`src/rtl/tdm_pkg.sv`:
```
package tdm_pkg;
    typedef enum logic {
        CFG_TX = 1'b0,
        CFG_RX = 1'b1
    } cfg_bank_e;
endpackage

```
`src/rtl/tdm_frame_timer.sv`:
```
// Tracks the bit position within a frame; the sync is sampled on a falling edge
// and the frame starts on the following rising edge.
module tdm_frame_timer #(
    parameter int FRAME_BITS = 1024,
    parameter int POS_W      = 10
) (
    input  logic             clk,
    input  logic             rst_n,
    input  logic             rise,
    input  logic             fall,
    input  logic             fsync_n,
    output logic [POS_W-1:0] pos,
    output logic             framed,
    output logic             bit_go
);
    localparam logic [POS_W-1:0] LAST = POS_W'(FRAME_BITS - 1);

    typedef struct packed {
        logic             armed;
        logic             framed;
        logic             go;
        logic [POS_W-1:0] pos;
    } st_t;

    st_t st_d, st_q;

    always_comb begin
        st_d    = st_q;
        st_d.go = 1'b0;
        if (fall && !fsync_n) begin
            st_d.armed = 1'b1;
        end
        if (rise) begin
            st_d.go = 1'b1;
            if (st_q.armed) begin
                st_d.armed  = 1'b0;
                st_d.framed = 1'b1;
                st_d.pos    = '0;
            end else if (st_q.framed) begin
                if (st_q.pos == LAST) begin
                    st_d.framed = 1'b0;
                end else begin
                    st_d.pos = st_q.pos + 1'b1;
                end
            end
        end
    end

    always_ff @(posedge clk) begin
        if (!rst_n) begin
            st_q <= '0;
        end else begin
            st_q <= st_d;
        end
    end

    assign pos    = st_q.pos;
    assign framed = st_q.framed;
    assign bit_go = st_q.go;
endmodule

```
`src/rtl/tdm_chan_map.sv`:
```
// One direction's slot-enable bitmap, written as REG_W-bit registers.
module tdm_chan_map #(
    parameter int SLOTS = 128,
    parameter int REG_W = 16,
    parameter int IDX_W = 3
) (
    input  logic             clk,
    input  logic             rst_n,
    input  logic             wr,
    input  logic             lock,
    input  logic [IDX_W-1:0] idx,
    input  logic [REG_W-1:0] data,
    output logic [SLOTS-1:0] map
);
    logic [SLOTS-1:0] map_d, map_q;

    always_comb begin
        map_d = map_q;
        if (wr && !lock) begin
            map_d[idx*REG_W +: REG_W] = data;
        end
    end

    always_ff @(posedge clk) begin
        if (!rst_n) begin
            map_q <= '0;
        end else begin
            map_q <= map_d;
        end
    end

    assign map = map_q;
endmodule

```
`src/rtl/tdm_tx_lane.sv`:
```
// One-word holder plus shifter; loads at each slot start, MSB first.
module tdm_tx_lane #(
    parameter int WORD_W = 8,
    parameter int BIT_W  = 3
) (
    input  logic              clk,
    input  logic              rst_n,
    input  logic              en,
    input  logic              bit_go,
    input  logic              framed,
    input  logic [BIT_W-1:0]  pos_bit,
    input  logic              slot_on,
    input  logic [WORD_W-1:0] tx_data,
    input  logic              tx_valid,
    output logic              tx_ready,
    output logic              dt,
    output logic              dt_oe,
    output logic              underflow
);
    typedef struct packed {
        logic [WORD_W-1:0] sh;
        logic [WORD_W-1:0] hold;
        logic              full;
        logic              oe;
        logic              uf;
    } st_t;

    st_t st_d, st_q;

    assign tx_ready = en && !st_q.full;

    always_comb begin
        st_d = st_q;
        if (bit_go) begin
            if (!framed || !en) begin
                st_d.oe = 1'b0;
            end else if (pos_bit == '0) begin
                st_d.oe = slot_on;
                if (slot_on) begin
                    if (st_q.full) begin
                        st_d.sh   = st_q.hold;
                        st_d.full = 1'b0;
                    end else begin
                        st_d.sh = '0;
                        st_d.uf = 1'b1;
                    end
                end
            end else begin
                st_d.sh = {st_q.sh[WORD_W-2:0], 1'b0};
            end
        end
        if (tx_valid && tx_ready) begin
            st_d.hold = tx_data;
            st_d.full = 1'b1;
        end
    end

    always_ff @(posedge clk) begin
        if (!rst_n) begin
            st_q <= '0;
        end else begin
            st_q <= st_d;
        end
    end

    assign dt        = st_q.sh[WORD_W-1];
    assign dt_oe     = st_q.oe && en;
    assign underflow = st_q.uf;
endmodule

```
`src/rtl/tdm_rx_lane.sv`:
```
// Shifts in on falling edges; presents a finished word from an enabled slot.
module tdm_rx_lane #(
    parameter int WORD_W = 8,
    parameter int BIT_W  = 3,
    parameter int SLOT_W = 7
) (
    input  logic              clk,
    input  logic              rst_n,
    input  logic              en,
    input  logic              fall,
    input  logic              framed,
    input  logic [BIT_W-1:0]  pos_bit,
    input  logic [SLOT_W-1:0] pos_slot,
    input  logic              slot_on,
    input  logic              dr,
    input  logic              rx_ready,
    output logic [WORD_W-1:0] rx_data,
    output logic              rx_valid,
    output logic [SLOT_W-1:0] rx_slot,
    output logic              overflow
);
    localparam logic [BIT_W-1:0] BIT_LAST = BIT_W'(WORD_W - 1);

    typedef struct packed {
        logic [WORD_W-1:0] sh;
        logic [WORD_W-1:0] data;
        logic [SLOT_W-1:0] slot;
        logic              valid;
        logic              ov;
    } st_t;

    st_t st_d, st_q;

    always_comb begin
        st_d = st_q;
        if (st_q.valid && rx_ready) begin
            st_d.valid = 1'b0;
        end
        if (fall && framed && en) begin
            st_d.sh = {st_q.sh[WORD_W-2:0], dr};
            if (pos_bit == BIT_LAST && slot_on) begin
                st_d.data  = {st_q.sh[WORD_W-2:0], dr};
                st_d.slot  = pos_slot;
                st_d.valid = 1'b1;
                if (st_q.valid && !rx_ready) begin
                    st_d.ov = 1'b1;
                end
            end
        end
    end

    always_ff @(posedge clk) begin
        if (!rst_n) begin
            st_q <= '0;
        end else begin
            st_q <= st_d;
        end
    end

    assign rx_data  = st_q.data;
    assign rx_valid = st_q.valid;
    assign rx_slot  = st_q.slot;
    assign overflow = st_q.ov;
endmodule

```
`src/rtl/tdm_slot_port.sv`:
```
module tdm_slot_port #(
    parameter int WORD_W = 8,
    parameter int SLOTS  = 128,
    parameter int REG_W  = 16,
    localparam int NREG   = SLOTS / REG_W,
    localparam int IDX_W  = $clog2(NREG),
    localparam int SLOT_W = $clog2(SLOTS),
    localparam int BIT_W  = $clog2(WORD_W),
    localparam int FRAME_BITS = SLOTS * WORD_W,
    localparam int POS_W  = $clog2(FRAME_BITS)
) (
    input  logic              clk,
    input  logic              rst_n,
    input  logic              bclk,
    input  logic              fsync_n,
    input  logic              dr,
    output logic              dt,
    output logic              dt_oe,
    input  logic              tx_en,
    input  logic              rx_en,
    input  logic              cfg_wr,
    input  logic              cfg_dir,
    input  logic [IDX_W-1:0]  cfg_idx,
    input  logic [REG_W-1:0]  cfg_data,
    input  logic [WORD_W-1:0] tx_data,
    input  logic              tx_valid,
    output logic              tx_ready,
    output logic [WORD_W-1:0] rx_data,
    output logic              rx_valid,
    input  logic              rx_ready,
    output logic [SLOT_W-1:0] rx_slot,
    output logic              tx_underflow,
    output logic              rx_overflow
);
    import tdm_pkg::*;

    logic bclk_d, bclk_q;
    logic rise, fall;
    logic [POS_W-1:0] pos;
    logic framed, bit_go;
    logic [SLOTS-1:0] tx_map, rx_map;
    logic [SLOT_W-1:0] pos_slot;
    logic [BIT_W-1:0]  pos_bit;

    always_comb begin
        bclk_d = bclk;
    end

    always_ff @(posedge clk) begin
        if (!rst_n) begin
            bclk_q <= 1'b0;
        end else begin
            bclk_q <= bclk_d;
        end
    end

    assign rise     = bclk && !bclk_q;
    assign fall     = !bclk && bclk_q;
    assign pos_slot = pos[POS_W-1:BIT_W];
    assign pos_bit  = pos[BIT_W-1:0];

    tdm_frame_timer #(.FRAME_BITS(FRAME_BITS), .POS_W(POS_W)) u_timer (
        .clk(clk), .rst_n(rst_n), .rise(rise), .fall(fall), .fsync_n(fsync_n),
        .pos(pos), .framed(framed), .bit_go(bit_go)
    );

    tdm_chan_map #(.SLOTS(SLOTS), .REG_W(REG_W), .IDX_W(IDX_W)) u_tx_map (
        .clk(clk), .rst_n(rst_n),
        .wr(cfg_wr && (cfg_bank_e'(cfg_dir) == CFG_TX)), .lock(tx_en),
        .idx(cfg_idx), .data(cfg_data), .map(tx_map)
    );

    tdm_chan_map #(.SLOTS(SLOTS), .REG_W(REG_W), .IDX_W(IDX_W)) u_rx_map (
        .clk(clk), .rst_n(rst_n),
        .wr(cfg_wr && (cfg_bank_e'(cfg_dir) == CFG_RX)), .lock(rx_en),
        .idx(cfg_idx), .data(cfg_data), .map(rx_map)
    );

    tdm_tx_lane #(.WORD_W(WORD_W), .BIT_W(BIT_W)) u_tx (
        .clk(clk), .rst_n(rst_n), .en(tx_en), .bit_go(bit_go), .framed(framed),
        .pos_bit(pos_bit), .slot_on(tx_map[pos_slot]),
        .tx_data(tx_data), .tx_valid(tx_valid), .tx_ready(tx_ready),
        .dt(dt), .dt_oe(dt_oe), .underflow(tx_underflow)
    );

    tdm_rx_lane #(.WORD_W(WORD_W), .BIT_W(BIT_W), .SLOT_W(SLOT_W)) u_rx (
        .clk(clk), .rst_n(rst_n), .en(rx_en), .fall(fall), .framed(framed),
        .pos_bit(pos_bit), .pos_slot(pos_slot), .slot_on(rx_map[pos_slot]),
        .dr(dr), .rx_ready(rx_ready),
        .rx_data(rx_data), .rx_valid(rx_valid), .rx_slot(rx_slot),
        .overflow(rx_overflow)
    );
endmodule

```
`config.mk`:
```
export PLATFORM = sky130hd
export DESIGN_NAME = tdm_slot_port
export DESIGN_NICKNAME = d
export VERILOG_FILES = /design/src/rtl/tdm_pkg.sv /design/src/rtl/tdm_frame_timer.sv /design/src/rtl/tdm_chan_map.sv /design/src/rtl/tdm_tx_lane.sv /design/src/rtl/tdm_rx_lane.sv /design/src/rtl/tdm_slot_port.sv
export SDC_FILE = /design/constraint.sdc
export NUM_CORES = 1
export LEC_CHECK = 0
export BUFFER_PORTS_ARGS = -buffer_cell sky130_fd_sc_hd__buf_2
export CAP_MARGIN = 20
export CORE_ASPECT_RATIO = 1.25
export CORE_MARGIN = 8
export CORE_UTILIZATION = 57
export CTS_CLUSTER_DIAMETER = 80
export CTS_CLUSTER_SIZE = 8
export DETAILED_ROUTE_END_ITERATION = 6
export GPL_TIMING_DRIVEN = 0
export PLACE_DENSITY = 0.73
export SYNTH_ARGS = -nofsm -noshare
export SYNTH_HDL_FRONTEND = slang
export SYNTH_SLANG_ARGS = --single-unit
```
`constraint.sdc`:
```
create_clock -name clk -period 7.3 [get_ports clk]
set_input_delay 0.73 -clock clk [delete_from_list [all_inputs] [get_ports clk]]
set_output_delay 0.73 -clock clk [all_outputs]
set_load 0.05 [all_outputs]
```
# --- Yosys cells after proc, flatten, opt, wreduce, memory -nomap -nowiden ---
# Cells that the tools add are included.
totals:
  reg_bits: 313
  elab_cells: 98
  in_bits: 38
op_classes:
  n_addsub: 2
  eq_ne: 5
  n_lt_le_gt_ge: 1
  n_mux: 31
  reduce_logical: 37
  bitwise_logic: 3
  shift: 2
op_table:
  columns: ["operator", "n"]
  rows:
  - ["$bwmux W128", 2]
  - ["$shift A16 B34 Y128 const A", 1]
  - ["$shiftx A16 B34 Y128", 1]
  - ["$neg A7 Y34", 1]
  - ["$mux W10", 3]
  - ["$mux W8", 3]
  - ["$mux W1", 16]
  - ["$logic_and A1 B1 Y1", 15]
  - ["$bmux W1 S7", 2]
  - ["$mux W13", 1]
  - ["$add A10 B1 Y10 const B", 1]
  - ["$eq A10 B10 Y1 const B", 1]
  - ["$reduce_bool A2 Y1", 5]
  - ["$reduce_and A3 Y1", 3]
  - ["$logic_not A1 Y1", 8]
  - ["$lt A7 B8 Y1 const B", 1]
  - ["$mux W3", 2]
  - ["$reduce_and A5 Y1", 1]
  - ["$mux W2", 2]
  - ["$ne A2 B1 Y1 const B", 2]
  - ["$reduce_and A2 Y1", 2]
  - ["$reduce_and A4 Y1", 1]
  - ["$eq A3 B3 Y1 const B", 1]
  - ["$logic_not A3 Y1", 1]
  - ["other kinds (3)", 5]

# --- Logic depth before layout (Yosys ltp) ---
depth:
  word_depth: 7
  ltp_mapped: 12

# --- Modules after synthesis ---
# Synthesis repeated with hierarchy kept, for this count alone.
unflattened:
  hier_cells: 1609
  area_unflattened_um2: 15558.7
modules_own_cells:
  columns: ["module", "area_per_inst_um2", "n_inst", "cells_each"]
  rows:
  - ["tdm_chan_map (u_tx_map)", 5305.1, 1, 572]
  - ["tdm_chan_map (u_rx_map)", 5298.8, 1, 561]
  - ["tdm_slot_port", 2197.1, 1, 176]
  - ["tdm_rx_lane", 1083.5, 1, 112]
  - ["tdm_tx_lane", 844.6, 1, 90]
  - ["tdm_frame_timer", 829.5, 1, 98]

# --- Worst setup path after synthesis ---
# Ideal clock, no wire load.
synth_path:
  path_kind: "input port to flip-flop"
  from: "input port cfg_idx[0]"
  to: "register u_rx_map.map_q[89], in the netlist u_rx_map.map[89]"
  t_arrival_ps: 3050
  path_slack_ps: 4123
  n_path_buf: 3
  required_ps: 7172
  stages: 10
  cell_sequence: "clkbuf_1 -> inv_1 -> ha_1 -> ha_1 -> nand3b_1 -> clkbuf_1 -> nor2_1 -> clkbuf_1 -> mux2i_1 -> nor2_1"
synth_between:
  elab_chain_len: 3
synth_lines:
  columns: ["item", "line_no", "source"]
  rows:
  - ["from (decl)", "tdm_slot_port.sv:23", "input logic [IDX_W-1:0] cfg_idx,"]
  - ["$neg A7 Y34 *", "tdm_chan_map.sv:20", "map_d[idx*REG_W +: REG_W] = data;"]
  - ["$shiftx A16 B34 Y128 or $shift A16 B34 Y128 (tied branches)", "tdm_chan_map.sv:20", null]
  - ["$bwmux W128 *", "tdm_chan_map.sv:20", null]
  - ["to (signal assigned)", "tdm_chan_map.sv:28", "map_q <= map_d;"]
  - ["to (decl)", "tdm_chan_map.sv:15", "logic [SLOTS-1:0] map_d, map_q;"]
# Every way passes the cells marked *; elsewhere a longest branch is shown, timed or not.
# A chain may end at the register's enable or synchronous reset.

# --- Worst setup path in the final report ---
layout_path:
  from: "register u_timer.st_q, in the netlist u_timer.pos[5]"
  to: "register u_rx.st_q, in the netlist u_rx.rx_data[2]"
layout_between:
  elab_chain_len: 4
layout_lines:
  columns: ["item", "line_no", "source"]
  rows:
  - ["from (decl)", "tdm_frame_timer.sv:25", "st_t st_d, st_q;"]
  - ["from (signal assigned)", "tdm_frame_timer.sv:53", "st_q <= st_d;"]
  - ["$bmux W1 S7", "tdm_slot_port.sv:88", ".pos_bit(pos_bit), .pos_slot(pos_slot), .slot_on(rx_map[pos_slot]),"]
  - ["$mux W1 (not written as such)", "tdm_slot_port.sv:88", null]
  - ["$logic_and A1 B1 Y1", "tdm_rx_lane.sv:41", "if (pos_bit == BIT_LAST && slot_on) begin"]
  - ["$reduce_and A2 Y1 (no line)", null, null]
  - ["to (signal assigned)", "tdm_rx_lane.sv:56", "st_q <= st_d;"]
  - ["to (decl)", "tdm_rx_lane.sv:32", "st_t st_d, st_q;"]
# No other way between the ends. The select of a mux whose other input is x is not followed.

==> summary.md <==
| Metric | Value |
|---|---|
| Worst Max-Slew Pin Slew | `approximately 1.1 ns` |
| Final setup viols | `0` |
| CTS root buf | `clkbuf_16` |
| Setup slack at placement | `3.48 ns` |
| All-Layer GR Usage | `28.9%` |
| Flops & latches, synth | `313` |
| Total of max-cap violations | `0` |
| Vias in the first global route | `11744` |
| Placement row count | `64` |
| Clock latency on the worst-skew pair | `0.55 ns` |
| Pwr per Cell Area | `~240 mW/mm^2` |
| Period utilization | `50.5%` |
| CTS tree | `yes` |
| Post-CTS Resized | `0` |
| Cells after synthesis | `approximately 1600` |
| Synthesis-to-layout area growth | `13.3%` |
| R2R depth | `10` |
| Reg area | `0.00627 mm^2` |
| Fillers | `2082` |
| CP required | `7.76 ns` |
| Port Buffer Count | `50` |
| Core Region | `about 0.024 mm^2` |
| Worst path cell trace | `buf_2 > buf_1 > clkbuf_1 > a31oi_1 > o211ai_1 > o21ai_0 > o22a_1 > a31oi_4 > buf_6 > mux2i_1` |
| Clk sinks | `about 310` |
| Final-report max-slew violation count | `0` |
| Routability cong. | `approximately 1.0` |
| DR vias | `12051` |
| CTS clk-pin slew, worst paths | `0.05 ns` |
| DRC errors left | `0` |
| Peak supply drop | `around 0.00017 V` |
| First-pass GRT wire length | `65600 um` |
| Type of origin of the critical path | `register` |
| Total Power | `0.00371 W` |
| Setup slack after layout | `3.61 ns` |
| RSZ-0062 raised after global routing | `false` |
| Clock Skew | `0.0213 ns` |
| Avg Inst Size Synth | `just under 9 um^2` |
| Mapped cell area | `roughly 0.014 mm^2` |
| DR iter-0 viols | `1421` |
| Die Wd | `155 um` |
| Post-synth cell types | `55` |
| Top FF cell, synth | `dfxtp_1` |
| Crit path largest cell delay | `0.61 ns` |
| Largest net degree at the start of global routing | `13` |
| Layout Nets | `around 1700` |
| Synth Net Count | `~1600` |
| WL per Instance | `21.9 um` |
| Critical path type | `register to register` |
| Via density | `6.06` |
| Async SR Flop Fraction | `0%` |
| Number of buffers added to fix hold violations after cts | `0` |
| Final Hold Viols | `0` |
| Final setup TNS | `0 ns` |
| Non-filler cells, final | `between 1500 and 2000` |
| Register area share after synthesis | `45.3%` |
| Grt ovf | `0` |
| Critical Path End Type | `register` |
| Die area | `about 0.030 mm^2` |
| Critical path's slowest cell | `clkbuf_1` |
| Routed WL | `~44000 um` |
| H-tree level count | `2` |
| Die height | `between 150 and 200 um` |
| Static Leak | `around 5.8 nW` |
| WHS Path Cells | `2` |
| Yosys warning total | `0` |
| Crit Path Max Fanout | `10` |
| CTS buffer count | `45` |
| Minimum clock period | `3.69 ns` |
| Setup repair bufs after CTS | `0` |
| Area of the multi-input gates | `0.00691 mm^2` |
| Ratio of cells with drive above 1 in the final layout | `12.3%` |
| Antenna diodes | `0` |
| First-pass DRT Iterations | `5` |
| Hold WS | `0.450 ns` |
| HPWL Detailed | `around 30000 um` |
| CTS Buffer Depth | `3` |
| Crit path DAT | `between 4 and 5 ns` |
| Max_slew headroom | `24.3%` |
| Routed Antenna Nets | `0` |
| Initial antenna violation count | `0` |
| Initial core utilization | `between 50% and 60%` |
| Max frequency | `271 MHz` |
| Placed insts | `1939` |
| EDFF count, synth | `0` |
| Min-Delay Path Class | `register to register` |
| IO Pins | `between 50 and 60` |
| Status | `complete, no violations` |
==> flip-flops by register name (all words and copies together) (netlist names) <==
register / flops
u_rx.st_q: 7
u_rx_map.map: 128
u_tx_map.map: 128
u_timer.framed: 1
u_rx.rx_data: 8
u_tx.st_q: 17
bclk_q: 1
u_rx.rx_valid: 1
u_rx.overflow: 1
u_timer.st_q: 1
u_tx.dt: 1
u_timer.pos: 10
u_rx.rx_slot: 7
u_tx.underflow: 1
u_timer.bit_go: 1
==> through the flow <==
step	cell area [um^2]	utilization, %
final	15700	64.9
after floorplan	13800	-
after global placement	14500	60.0
after global routing	15700	64.9
after detailed placement	14500	60.0
after CTS	15700	64.9
==> per-layer routing <==
layer / track usage [%] / vias up / routed length, um
met1: 34.5 / 5733 / 16600
met2: 47.0 / 625 / 19800
met4: 20.0 / 0 / 3190
li1: - / 5487 / -
met5: 0 / - / 0
met3: 5.17 / 206 / 3950
==> cells by family after synthesis <==
group,synth area share (%)
flip-flops,45.3
buffers and inverters,4.83
AND/OR/NAND/NOR,19.4
AO/OA/AOI/OAI,8.93
multiplexers,20.8
XOR/XNOR,0.380
adder cells (fa/ha/maj),0.452
==> layout make-up <==
class                           instances  share of cell area, %
Inverter                               12                  0.287
Sequential cell                       313                   39.9
Clock inverter                          4                  0.319
Tap cell                              330                   2.63
Buffer                                139                   3.97
Clock buffer                           46                   7.20
Timing Repair Buffer                   50                   1.60
Multi-Input combinational cell       1095                   44.1
==> cell usage in the layout, fill, tap and decap left out, types with 3 or more instances in the layout <==
| cell type | n |
|---|---|
| xnor2_1 | 4 |
| nand4_1 | 10 |
| buf_4 | 21 |
| clkbuf_16 | 45 |
| dfxtp_1 | 313 |
| clkbuf_1 | 98 |
| mux2_2 | 3 |
| a21oi_1 | 173 |
| mux4_2 | 59 |
| a22oi_1 | 5 |
| nand3_1 | 76 |
| nor2_1 | 162 |
| ha_1 | 5 |
| a31oi_1 | 6 |
| nor3_1 | 7 |
| nand2_1 | 354 |
| buf_2 | 62 |
| nor2b_1 | 10 |
| mux2i_1 | 151 |
| nand3b_1 | 3 |
| buf_1 | 8 |
| nand2b_1 | 5 |
| and2_1 | 7 |
| o21ai_0 | 15 |
| inv_1 | 10 |
==> report_power, final <==
part           switching, W  leakage, nW  internal (W)
clock network      0.000717        0.578       0.00109
logic              0.000137         2.70     0.0000367
registers        0.00000629         2.52       0.00172
total              0.000861         5.80       0.00285
==> critical path, delay by kind of cell (launching register included) <==
| family | cells | cell delay [ns] |
|---|---|---|
| buf+inv | 4 | 1.79 |
| flops | 1 | 0.39 |
| compound gates | 5 | 1.21 |
| mux | 1 | 0.19 |
==> synth_stat cells, types with 3 or more instances <==
library cell / number / share of area, %
buf_2: 12 / 0.43
nand3b_1: 3 / 0.16
and2_1: 7 / 0.32
nor3_1: 7 / 0.25
nor2b_1: 10 / 0.45
a22oi_1: 5 / 0.27
nand2_1: 354 / 9.6
ha_1: 5 / 0.45
o21ai_0: 15 / 0.54
clkbuf_1: 97 / 2.6
a21oi_1: 173 / 6.3
nand4_1: 10 / 0.45
nor2_1: 162 / 4.4
buf_1: 8 / 0.22
mux2_2: 3 / 0.24
nand3_1: 76 / 2.7
dfxtp_1: 313 / 45
nand2b_1: 5 / 0.23
a31oi_1: 6 / 0.27
buf_4: 21 / 1.1
mux2i_1: 151 / 11
inv_1: 10 / 0.27
mux4_2: 59 / 9.6
xnor2_1: 4 / 0.25
==> path summary, 6_finish.rpt <==
kind	from	end	slack [ns]
worst min register to register	u_rx_map.map[31]	u_rx_map.map[31]	0.45
worst max-delay path	u_timer.pos[5]	u_rx.rx_data[2]	3.61
worst max register to register	u_timer.pos[5]	u_rx.rx_data[2]	3.61
worst min-delay path	u_rx_map.map[31]	u_rx_map.map[31]	0.45
Power figures use the tool's default switching activity.
